===== src/rtl/uart_tx_dbuf.sv =====
module uart_tx_dbuf #(
  parameter int DATA_W = 8
) (
  input  logic              clk,
  input  logic              rst_n,
  input  logic              baud_tick,
  input  logic              wr_en,
  input  logic [DATA_W-1:0] wr_data,
  input  logic              wr_bit9,
  input  logic              wr_wide,
  input  logic              clr_done,
  input  logic              tx_en,
  input  logic              gp_out,
  input  logic              gp_dir,
  output logic              pin_out,
  output logic              pin_oe,
  output logic              buf_empty,
  output logic              tx_done
);
  localparam int FRM_W = DATA_W + 3;
  localparam int CNT_W = $clog2(FRM_W + 1);
  localparam logic [CNT_W-1:0] LEN_N = CNT_W'(DATA_W + 2);
  localparam logic [CNT_W-1:0] LEN_W = CNT_W'(DATA_W + 3);

  typedef enum logic [1:0] {S_IDLE, S_SHIFT, S_STOP} state_t;

  state_t             state;
  logic               buf_full;
  logic [DATA_W-1:0]  buf_word;
  logic               buf_b9;
  logic               buf_wide;
  logic [FRM_W-1:0]   shreg;
  logic [CNT_W-1:0]   bits_left;
  logic               line_q;
  logic               done_q;

  wire accept    = wr_en & tx_en;
  wire last_tick = (state == S_SHIFT) & baud_tick & (bits_left == CNT_W'(1));
  wire load      = tx_en & buf_full & ((state != S_SHIFT) | last_tick);
  wire stop_end  = (state == S_STOP) & baud_tick & ~load;
  wire eng_idle  = (state == S_IDLE);

  wire [FRM_W-1:0] next_frame = {1'b1, (buf_wide ? buf_b9 : 1'b1), buf_word, 1'b0};

  always_ff @(posedge clk) begin
    if (!rst_n) begin
      buf_full <= 1'b0;
      buf_word <= '0;
      buf_b9   <= 1'b0;
      buf_wide <= 1'b0;
    end else if (!tx_en) begin
      buf_full <= 1'b0;
    end else if (accept) begin
      buf_full <= 1'b1;
      buf_word <= wr_data;
      buf_b9   <= wr_bit9;
      buf_wide <= wr_wide;
    end else if (load) begin
      buf_full <= 1'b0;
    end
  end

  always_ff @(posedge clk) begin
    if (!rst_n) begin
      state     <= S_IDLE;
      shreg     <= '1;
      bits_left <= '0;
      line_q    <= 1'b1;
    end else if (!tx_en) begin
      state     <= S_IDLE;
      bits_left <= '0;
      line_q    <= 1'b1;
    end else begin
      if (state == S_SHIFT && baud_tick) begin
        line_q    <= shreg[0];
        shreg     <= {1'b1, shreg[FRM_W-1:1]};
        bits_left <= bits_left - CNT_W'(1);
        if (last_tick) state <= S_STOP;
      end
      if (stop_end) state <= S_IDLE;
      if (load) begin
        shreg     <= next_frame;
        bits_left <= buf_wide ? LEN_W : LEN_N;
        state     <= S_SHIFT;
      end
    end
  end

  always_ff @(posedge clk) begin
    if (!rst_n)                 done_q <= 1'b0;
    else if (stop_end)          done_q <= 1'b1;
    else if (clr_done | accept) done_q <= 1'b0;
  end

  assign buf_empty = ~buf_full;
  assign tx_done   = done_q;
  assign pin_oe    = tx_en ? 1'b1 : gp_dir;
  assign pin_out   = tx_en ? line_q : gp_out;

endmodule



===== config.mk =====
export PLATFORM = sky130hd
export DESIGN_NAME = uart_tx_dbuf
export DESIGN_NICKNAME = d
export VERILOG_FILES = /design/src/rtl/uart_tx_dbuf.sv
export SDC_FILE = /design/constraint.sdc
export NUM_CORES = 1
export LEC_CHECK = 0
export ABC_AREA = 1
export ABC_CLOCK_PERIOD_IN_PS = 1600
export BUFFER_PORTS_ARGS = -buffer_cell sky130_fd_sc_hd__buf_2
export CAP_MARGIN = 0
export CORE_UTILIZATION = 45
export DETAILED_ROUTE_END_ITERATION = 8
export PLACE_DENSITY = 0.76
export SLEW_MARGIN = 10
export SYNTH_ARGS = -nofsm -noshare
export SYNTH_HDL_FRONTEND = slang
export SYNTH_SLANG_ARGS = --single-unit

===== constraint.sdc =====
create_clock -name clk -period 1.6 [get_ports clk]
set_input_delay 0.24 -clock clk [delete_from_list [all_inputs] [get_ports clk]]
set_output_delay 0.24 -clock clk [all_outputs]
set_load 0.1 [all_outputs]

## After elaboration in Yosys (flattened, before gate mapping)

Cells that the tools add are included.

| operators by class | value |
|---|---|
| bitwise logic cells | 13 |
| add/subtract/negate cells | 1 |
| equal/unequal tests | 4 |
| multiplexer cells | 16 |
| reductions and logical operators | 12 |

Operators by type and width:

| kind | number |
|---|---|
| $mux W11 | 2 |
| $mux W1 | 12 |
| $reduce_and A2 Y1 | 5 |
| $mux W4 | 2 |
| $and A1 B1 Y1 | 7 |
| $reduce_bool A2 Y1 | 3 |
| $reduce_bool A3 Y1 | 2 |
| $eq A4 B1 Y1 const B | 1 |
| $not A1 Y1 | 4 |
| $reduce_or A4 Y1 | 1 |
| $sub A4 B1 Y4 const B | 1 |
| $eq A2 B1 Y1 const B | 1 |
| $eq A2 B2 Y1 const B | 1 |
| $ne A2 B1 Y1 const B | 1 |
| $or A1 B1 Y1 | 2 |
| $logic_and A1 B1 Y1 | 1 |

| word-level totals | value |
|---|---|
| register bits after elaboration | 30 |
| output and inout bits | 4 |
| logic and storage cells | 56 |

## Depth between registers and ports, before layout

Gate-level depths: netlist of run 1.

| logic depth | value |
|---|---|
| depth in word-level cells | 9 |
| mapped depth | 9 |
| mapped depth without buffers | 9 |

## Worst setup path after synthesis of run 1

Ideal clock, no wire load.

| timing path | value |
|---|---|
| kind | register to register |
| from | register tx_done (netlist name) |
| to | register done_q (netlist: tx_done) |
| required time | 1.530 ns |
| stages on the path, launching flop included | 3 |
| arrival time | 1.207 ns |
| setup time | 0.070 ns |
| path slack | 0.323 ns |
| cell sequence | dfxtp_1 -> nand3b_1 -> a21oi_1 |

RTL lines:

| what | line | text |
|---|---|---|
| end signal, assigned | 90 | `if (!rst_n) done_q <= 1'b0;` |
| end signal, assigned | 91 | `else if (stop_end) done_q <= 1'b1;` |
| end signal, assigned | 92 | `else if (clr_done \| accept) done_q <= 1'b0;` |
| end, declared | 35 | `logic done_q;` |

## Worst setup path after layout of run 1

| timing path | value |
|---|---|
| from | register bits_left[0] |
| to | register done_q (netlist: tx_done) |

| on the way | value |
|---|---|
| longest elaborated chain between the ends | 7 |
| elaborated cells on any way between the ends | 8 |
| classes of those cells | 1 x eq/ne; 1 x mux; 5 x bitwise; 1 x reduce/logical |

RTL lines:

| what | line | text |
|---|---|---|
| start, declared | 33 | `logic [CNT_W-1:0] bits_left;` |
| start signal, assigned | 77 | `bits_left <= bits_left - CNT_W'(1);` |
| start signal, assigned | 83 | `bits_left <= buf_wide ? LEN_W : LEN_N;` |
| $eq A4 B1 Y1 * | 38 | `wire last_tick = (state == S_SHIFT) & baud_tick & (bits_left == CNT_W'(1));` |
| $and A1 B1 Y1 * | 38 |  |
| $or A1 B1 Y1 * | 39 | `wire load = tx_en & buf_full & ((state != S_SHIFT) \| last_tick);` |
| $and A1 B1 Y1 * | 39 |  |
| $not A1 Y1 * | 40 | `wire stop_end = (state == S_STOP) & baud_tick & ~load;` |
| $and A1 B1 Y1 * | 40 |  |
| $mux W1 or $reduce_bool A2 Y1 (tied branches) | - |  |

Mark *: on every way between the ends. The rest lies on a longest branch, timed or not.
A chain may end at the register's enable or synchronous reset.

==> results.md, run 1 <==
* Worst EP arrival at 1.64 ns
* Clock Path Buffers at 2
* Clk sinks at 29
* Worst min-delay path class: input pin to register
* Seq pwr share at 0.527
* Row cnt at 19
* Pwr dens at 968 nW/um^2
* Max-slew violations at 0
* H-tree Lvls at 2
* Antenna viol nets, final at 0
* Pint at 1.07 mW
* Most frequent cell after synthesis: nand2_1
* Maximum net fanout on the critical path at 11
* Final min period at 1.44 ns
* DRT Wirelength at 2500 microns
* Cell Area, Placed at 1400 sq um
* Synth Area in Compound Gates at 0.152
* Height of the die at 55.4 microns
* Critical path's top delay family: flip-flops
* Yosys cell types at 23
* Hpwl dp at 1730 microns
* Congestion Overflow GR at 0
* Pin count of the biggest net entering global routing at 22
* Post-synthesis mux area share at 0
* Status: complete, no violations
* Post-synthesis adder-cell area fraction at 0.0195
* Post-synth EDFFs at 0
* Global placer's final weighted congestion at 0.851
* Yosys top cell area share at 0.452
* Post-Syn Area at 1280 sq um
* Crit-path cells: ha_1, nand2_1, o21bai_1, nand2_2, buf_12, nand2_1, a21oi_1
* Die ar. at 3070 sq um
* Max-slew headroom at 0.646
* Final instance area at 1500 sq um
* I/O Buffers at 21
* Crit path kind: register to register
* Switching pwr at 0.387 mW
* # IOs at 22
* Area grow syn2layout at 17.1%
* Fraction of layout cells with a size suffix above 1 at 0.187
* Worst path most repeated cell: nand2_1
* LEAKAGE at 0.714 nW
* Synth area leader: dfxtp_1
* 1st-pass router iterations at 4
* Fraction of the mapped netlist area in simple logic gates at 0.254
* Async S/R FF share, synth at 0
* Setup violators final at 0
* Via density at 4.85
* Worst path buffer plus inverter count at 1
* FMAX at 0.695 GHz
* Die Wd at 55.4 microns
* Crit path largest cell delay at 0.40 ns
* Max stage delay cell, worst path: dfxtp_1
* Post-synthesis sequential area ratio at 0.452
* Most common flop cell mapped by yosys: dfxtp_1
* Max Cap Viol at 0
* CORE AREA at 2730 sq um
* Total number of vias at 1165
* DR DRC count at 0
* Initial drt markers at 26
* Worst-path clk slew at 0.09 ns
* Syn avg cell area at 7.01 sq um
* Top post-synthesis cells by count: nand2_1 (45), dfxtp_1 (29), inv_1 (28), a21oi_1 (20), o21ai_0 (15)
* Initial Util at 0.470
* Clock share of power at 0.350
* Yosys reg bits at 29
* IR drop worst, VDD at 690 uV
* Hold slack at 0.165 ns
* Final hold vios at 0
* Critical Path Start Type: register
* Gr usage total at 0.173
* Mapped Nets at 203
* Nets at 228
* Clock Latency Late Sink at 0.33 ns
* Largest family of logic cells by synthesized area: simple AND/OR/NAND/NOR gates
* TritonCTS buffer count at 5
* Gate power share at 0.123
* Routed length per instance at 10.4 microns
* Post-synthesis xor/xnor area fraction at 0.00682
* CTS tree: built
* Final critical-path share of the clock period at 0.899
* Initial antenna violation count at 0
* Antenna diode instance count at 0
* Synth top area cells: dfxtp_1 (45%), nand2_1 (13%), inv_1 (8.2%)
* Critical Path RT at 1.80 ns
* Post-synthesis instance total at 183
* Global-route wire length before repair at 4150 microns
* Final Skew at 0.0119 ns
* Internal reg-to-reg setup slack at 0.16 ns
* Net Sw Frac at 0.266
* Setup crit end kind: register
* Vias in the first global route at 960
* Slew @ Worst Pin at 0.530 ns
* CTS Root Buffer Type: clkbuf_4
* Ys Warns at 0
-- cell usage in the layout, fill, tap and decap left out, drive strengths merged --
master and count:
buf 24, dfxtp 29, o22ai 1, nand4 1, nand2 48, nand3b 1
xor2 1, nor2 9, inv 29, nand3 14, or2 1, o21bai 1
clkbuf 7, ha 2, a31oi 1, o21ai 15, nor3 3, a21oi 20
clkinv 2
-- power by group through the flow --
stage          Clock (mW)  Combinational [mW]  Sequential (mW)
4_1_cts             0.518               0.172            0.767
5_1_grt             0.547               0.200            0.771
3_3_place_gp            0               0.170            0.782
2_1_floorplan           0               0.129            0.781
3_5_place_dp            0               0.172            0.784
6_report            0.509               0.178            0.767
-- tightest hold or removal path: cells and delay by family --
| family | cells | cell delay (ns) |
|---|---|---|
| AND/OR/NAND/NOR | 1 | 0.08 |
| AO/OA/AOI/OAI | 1 | 0.07 |
| buffers and inverters | 1 | 0.07 |
-- metrics by stage --
stage / TNS, ns / utilization / setup WS (ns) / power [mW] / std cells
after floorplan: 0 / - / 0.323 / 0.910 / 183
after global placement: 0 / 0.512 / 0.0478 / 0.952 / 230
after detailed placement: 0 / 0.512 / 0.0746 / 0.955 / 230
after CTS: 0 / 0.538 / 0.0640 / 1.46 / 238
after global routing: -0.0492 / 0.550 / -0.0349 / 1.52 / 240
final: 0 / 0.550 / 0.162 / 1.45 / 240
-- registers in the layout (all words and copies together), names as in the netlist --
name,count
shreg,10
bits_left,4
buf_full,1
line_q,1
state,2
buf_b9,1
buf_word,8
buf_wide,1
tx_done,1
-- worst paths after layout --
kind / from / cells after the start / to
setup / recovery: bits_left[0] / 7 / tx_done
hold reg to reg: buf_word[7] / 2 / buf_word[7]
hold / removal: wr_wide / 3 / buf_wide
setup reg to reg: bits_left[0] / 7 / tx_done
-- routing by layer --
| metal | share of wire | vias to the layer above | GRT usage | wire, microns |
|---|---|---|---|---|
| met3 | 0.045 | 7 | 0.0492 | 113 |
| li1 | - | 632 | - | - |
| met4 | 0.022 | 0 | 0.0964 | 55 |
| met1 | 0.51 | 496 | 0.235 | 1270 |
| met2 | 0.42 | 30 | 0.244 | 1060 |
| met5 | 0 | - | 0 | 0 |
-- area by class of cell --
cell class / count / area, sq um
Clock buffer: 7 / 65.1
Fill cell: 273 / 1230
Timing Repair Buffer: 24 / 140
Tap cell: 31 / 38.8
Inverter: 30 / 113
Clock inverter: 1 / 5.00
Sequential cell: 29 / 581
Multi-Input combinational cell: 118 / 561
-- repair_timing --
item	CTS	global route
hold buffers	0	0
setup endpoints to repair	0	14
setup buffers	0	2
resized for setup	0	2
-- cells by family after synthesis --
| logic type | after synthesis |
|---|---|
| AOI/OAI and AO/OA | 38 |
| and+or+nand+nor | 77 |
| buffers and inverters | 36 |
| xor gates and xnor gates | 1 |
| adders and majority gates | 2 |
| DFF | 29 |
(Power assumes the default switching activity.)
==> run 2, diff against run 1 <==
--- a/config.mk
+++ b/config.mk
@@ -8,10 +8,10 @@
 export ABC_AREA = 1
 export ABC_CLOCK_PERIOD_IN_PS = 1600
 export BUFFER_PORTS_ARGS = -buffer_cell sky130_fd_sc_hd__buf_2
-export CAP_MARGIN = 0
-export CORE_UTILIZATION = 45
+export CAP_MARGIN = 10
+export CORE_UTILIZATION = 50
 export DETAILED_ROUTE_END_ITERATION = 8
-export PLACE_DENSITY = 0.76
+export PLACE_DENSITY = 0.82
 export SLEW_MARGIN = 10
 export SYNTH_ARGS = -nofsm -noshare
 export SYNTH_HDL_FRONTEND = slang
==> results.md, run 2 (same netlist as run 1, synthesis figures left out) <==
* # IOs at 22
* Global-route wire length before repair at 4510 microns
* Via density at 5.09
* I/O Buffers at 21
* Net Sw Frac at 0.280
* Congestion Overflow GR at 0
* Max stage delay cell, worst path: buf_2
* Final hold vios at 0
* Slew @ Worst Pin at 0.569 ns
* Biggest regs: shreg x10, buf_word x8, bits_left x4
* CORE AREA at 2320 sq um
* IR drop worst, VDD at 718 uV
* Pin count of the biggest net entering global routing at 22
* Clock share of power at 0.304
* PnR worst setup slack at 0.173 ns
* Gr usage total at 0.226
* Fraction of layout cells with a size suffix above 1 at 0.174
* Final Skew at 0.0112 ns
* Register with the most flip-flops: shreg
* Final min period at 1.43 ns
* Clock Path Buffers at 2
* Maximum net fanout on the critical path at 3
* Global placer's final weighted congestion at 0.900
* 1st-pass router iterations at 4
* Area of the multi-input gates at 561 sq um
* DRT Wirelength at 2620 microns
* Status: complete, no violations
* Max Cap Viol at 0
* Gate power share at 0.129
* Pwr dens at 932 nW/um^2
* Height of the die at 52.7 microns
* Initial Util at 0.554
* Initial drt markers at 39
* CTS Root Buffer Type: clkbuf_4
* Worst-path clk slew at 0.10 ns
* Max-slew headroom at 0.620
* Hpwl dp at 1950 microns
* Pint at 0.976 mW
* CTS tree: built
* RSZ-0062 raised after global routing: false
* Vias in the first global route at 1094
* Crit path kind: register to output pin
* FMAX at 0.701 GHz
* Clk sinks at 29
* Most frequent cells in the layout: nand2_1 (43), dfxtp_1 (29), inv_1 (28)
* LEAKAGE at 0.690 nW
* Routed length per instance at 11.1 microns
* TritonCTS buffer count at 5
* Die ar. at 2770 sq um
* Setup violators final at 0
* Worst EP arrival at 1.19 ns
* Critical path startpoint: buf_full
* Postcts setup bufs at 0
* Crit-path cells: inv_1, buf_2
* Antenna viol nets, final at 0
* Total number of vias at 1196
* Fin Setup TNS at 0 ns
* Filler instances at 209
* Die Wd at 52.7 microns
* Pre-CTS setup slack at 0.121 ns
* Clock Latency Late Sink at 0.33 ns
* Critical Path RT at 1.36 ns
* HP Start: wr_wide
* Worst min-delay path class: input pin to register
* Crit path largest cell delay at 0.44 ns
* DR DRC count at 0
* Largest register FFs at 10
* Row cnt at 17
* Worst r2r src: state[0]
* Final critical-path share of the clock period at 0.892
* Switching pwr at 0.379 mW
* Reg area at 581 sq um
* Seq pwr share at 0.567
* Critical Path Start Type: register
* Most common cell after layout, fill and taps aside: nand2_1
* Setup crit end kind: output pin
* Antenna diode instance count at 0
* Max-slew violations at 0
* Initial antenna violation count at 0
* H-tree Lvls at 2
* Area grow syn2layout at 13.2%
* Nets at 226
[run 2: critical path: cells and delay by family, from the launching register on]
| kind | cells | cell delay [ns] |
|---|---|---|
| buffers and inverters | 2 | 0.54 |
| flip-flops | 1 | 0.33 |
[run 2: layout make-up]
cell class                      instances  area share
Inverter                               30      0.0775
Multi-Input combinational cell        118       0.386
Timing Repair Buffer                   22      0.0775
Tap cell                               28      0.0241
Clock buffer                            6      0.0284
Clock inverter                          2     0.00689
Sequential cell                        29       0.400
[run 2: worst paths after layout]
kind	to	slack, ns	cells after the start
worst min-delay path	buf_wide	0.16	3
worst max register to register	shreg[4]	0.19	7
worst max-delay path	buf_empty	0.17	2
worst min register to register	buf_word[4]	0.46	2
[run 2: power groups by stage]
| stage | sequential [mW] | clock (mW) | combinational, mW |
|---|---|---|---|
| 2_1_floorplan | 0.781 | 0 | 0.129 |
| 3_3_place_gp | 0.783 | 0 | 0.166 |
| 3_5_place_dp | 0.785 | 0 | 0.173 |
| 4_1_cts | 0.768 | 0.421 | 0.173 |
| 5_1_grt | 0.771 | 0.449 | 0.197 |
| 6_report | 0.768 | 0.412 | 0.174 |
[run 2: repair_timing]
action,CTS,global route
gates resized for setup,0,2
hold buffers,0,0
setup endpoints to repair,0,13
[run 2: metal layers]
metal | share of wire | global-route usage
met1 | 0.45 | 0.272
met2 | 0.47 | 0.371
met3 | 0.065 | 0.0551
met4 | 0.014 | 0.114
met5 | 0 | 0
[run 2: per-stage QoR]
| step | instance area [sq um] | instances | hold slack [ns] | utilization | total power [mW] |
|---|---|---|---|---|---|
| 6_report | 1450 | 235 | 0.165 | 0.627 | 1.35 |
| 3_5_place_dp | 1400 | 227 | 0.442 | 0.602 | 0.958 |
| 2_1_floorplan | 1280 | 183 | 0.379 | - | 0.910 |
| 3_3_place_gp | 1400 | 227 | 0.442 | 0.602 | 0.949 |
| 4_1_cts | 1450 | 235 | 0.167 | 0.624 | 1.36 |
| 5_1_grt | 1450 | 235 | 0.178 | 0.627 | 1.42 |
==> run 3, diff against run 2 <==
--- a/config.mk
+++ b/config.mk
@@ -6,12 +6,13 @@
 export NUM_CORES = 1
 export LEC_CHECK = 0
 export ABC_AREA = 1
-export ABC_CLOCK_PERIOD_IN_PS = 1600
+export ABC_CLOCK_PERIOD_IN_PS = 1300
 export BUFFER_PORTS_ARGS = -buffer_cell sky130_fd_sc_hd__buf_2
 export CAP_MARGIN = 10
-export CORE_UTILIZATION = 50
+export CORE_MARGIN = 2
+export CORE_UTILIZATION = 49
 export DETAILED_ROUTE_END_ITERATION = 8
-export PLACE_DENSITY = 0.82
+export PLACE_DENSITY = 0.84
 export SLEW_MARGIN = 10
 export SYNTH_ARGS = -nofsm -noshare
 export SYNTH_HDL_FRONTEND = slang
==> constraint.sdc (replaced) <==
create_clock -name clk -period 1.3 [get_ports clk]
set_input_delay 0.195 -clock clk [delete_from_list [all_inputs] [get_ports clk]]
set_output_delay 0.195 -clock clk [all_outputs]
set_load 0.1 [all_outputs]
==> results.md, run 3 (same netlist as run 1, synthesis figures left out) <==
* Worst min-delay path class: input pin to register
* Setup crit end kind: register
* Seq pwr share at 0.539
* Global placer's final weighted congestion at 0.853
* H-tree Lvls at 2
* TritonCTS buffer count at 5
* IR drop worst, VDD at 839 uV
* Most frequent cells in the layout: nand2_1 (40), inv_1 (26), dfxtp_1 (24)
* Pre-CTS setup slack at -0.0893 ns
* # IOs at 22
* CTS Root Buffer Type: clkbuf_4
* Height of the die at 55.2 microns
* Hold slack at 0.116 ns
* Register with the most flip-flops: shreg
* Initial Util at 0.518
* Final instance area at 1700 sq um
* Most common cell after layout, fill and taps aside: nand2_1
* Fraction of layout cells with a size suffix above 1 at 0.315
* Final hold vios at 0
* Switching pwr at 0.520 mW
* Final critical-path share of the clock period at 0.984
* Worst-path clk slew at 0.10 ns
* Clock Path Buffers at 2
* Setup violators final at 0
* Die ar. at 3050 sq um
* Global-route wire length before repair at 4920 microns
* Clk sinks at 29
* Vias in the first global route at 1132
* Congestion Overflow GR at 0
* Hpwl dp at 1980 microns
* Max Cap Viol at 0
* Worst EP arrival at 1.57 ns
* Pwr dens at 1040 nW/um^2
* Critical Path RT at 1.59 ns
* Max-slew headroom at 0.680
* LEAKAGE at 0.795 nW
* Via density at 5.05
* Maximum net fanout on the critical path at 5
* Critical path startpoint: bits_left[3]
* Max stage delay cell, worst path: dfxtp_1
* Clock share of power at 0.307
* Routed length per instance at 11.7 microns
* Gate power share at 0.154
* Final Skew at 0.00954 ns
* Crit path largest cell delay at 0.35 ns
* Initial drt markers at 39
* Gr usage total at 0.239
* CORE AREA at 2480 sq um
* Crit-path cells: nor2_2, nand2_4, o21bai_4, nand2_4, buf_6, nand2_1, nand3_1, nand2_1
* DRT Wirelength at 2960 microns
* Cell Area, Placed at 1520 sq um
* Worst r2r src: bits_left[3]
* Clock Latency Late Sink at 0.34 ns
* Cts hold-fix bufs at 0
* Total number of vias at 1273
* CTS tree: built
* 1st-pass router iterations at 4
* Total chip power at 1.76 mW
* DR DRC count at 0
* Slew @ Worst Pin at 0.483 ns
* Pint at 1.24 mW
* Final min period at 1.28 ns
* Nets at 241
* HP Start: wr_bit9
* I/O Buffers at 21
* Antenna viol nets, final at 0
* Max-slew violations at 0
* Net Sw Frac at 0.296
* Die Wd at 55.2 microns
* Crit path kind: register to register
* Antenna diode instance count at 0
* Pin count of the biggest net entering global routing at 19
* Status: complete, no violations
* Area grow syn2layout at 32.2%
* Initial antenna violation count at 0
* Critical Path Start Type: register
* PnR worst setup slack at 0.0211 ns
* Largest register FFs at 10
* Biggest regs: shreg x10, buf_word x8, bits_left x4
* Row cnt at 18
* FMAX at 0.782 GHz
## run 3: path summary, 6_finish.rpt
check / to / slack, ns / cells past startpoint
max: shreg[2] / 0.02 / 8
min reg2reg: buf_word[7] / 0.47 / 2
max reg2reg: shreg[2] / 0.02 / 8
min: buf_b9 / 0.12 / 3
## run 3: timing repair
| action | in CTS | in global routing |
|---|---|---|
| cloned | 1 | 0 |
| setup endpoints to repair | 12 | 16 |
| pin swaps | 5 | 4 |
| resized for setup | 15 | 18 |
| hold endpoints to repair | 0 | 0 |
| buffers inserted | 1 | 1 |
## run 3: metrics by stage
stage | cells | utilization | TNS [ns]
after floorplan | 183 | - | 0
after global placement | 241 | 0.613 | -0.00929
after detailed placement | 241 | 0.613 | -0.498
after CTS | 251 | 0.658 | 0
after global routing | 252 | 0.685 | -0.206
final | 252 | 0.685 | 0
## run 3: layout make-up
| type | count | area [sq um] |
|---|---|---|
| repair buffers | 37 | 265 |
| multi-input cells | 118 | 638 |
| fillers | 205 | 781 |
| inverters | 30 | 114 |
| clock inverters | 3 | 17.5 |
| clock buffers | 5 | 37.5 |
| well taps | 30 | 37.5 |
| flip-flops and latches | 29 | 587 |
## run 3: power groups by stage
stage / Sequential [mW] / Combinational [mW] / Clock, mW
4_1_cts: 0.946 / 0.255 / 0.548
3_5_place_dp: 0.965 / 0.245 / 0
2_1_floorplan: 0.961 / 0.159 / 0
6_report: 0.948 / 0.271 / 0.540
3_3_place_gp: 0.963 / 0.241 / 0
5_1_grt: 0.952 / 0.302 / 0.587
## run 3: critical path: cells and delay by family (launching register included)
kind / cells / cell delay, ns
AOI/OAI and AO/OA: 1 / 0.15
buffers and inverters: 1 / 0.13
DFF: 1 / 0.35
and+or+nand+nor: 6 / 0.60
## run 3: layer usage
metal  vias up  GRT usage  wire, microns
met2        35      0.365           1330
met5         -          0              0
met1       573      0.303           1390
li1        656          -              -
met4         0      0.122             77
met3         9     0.0753            157
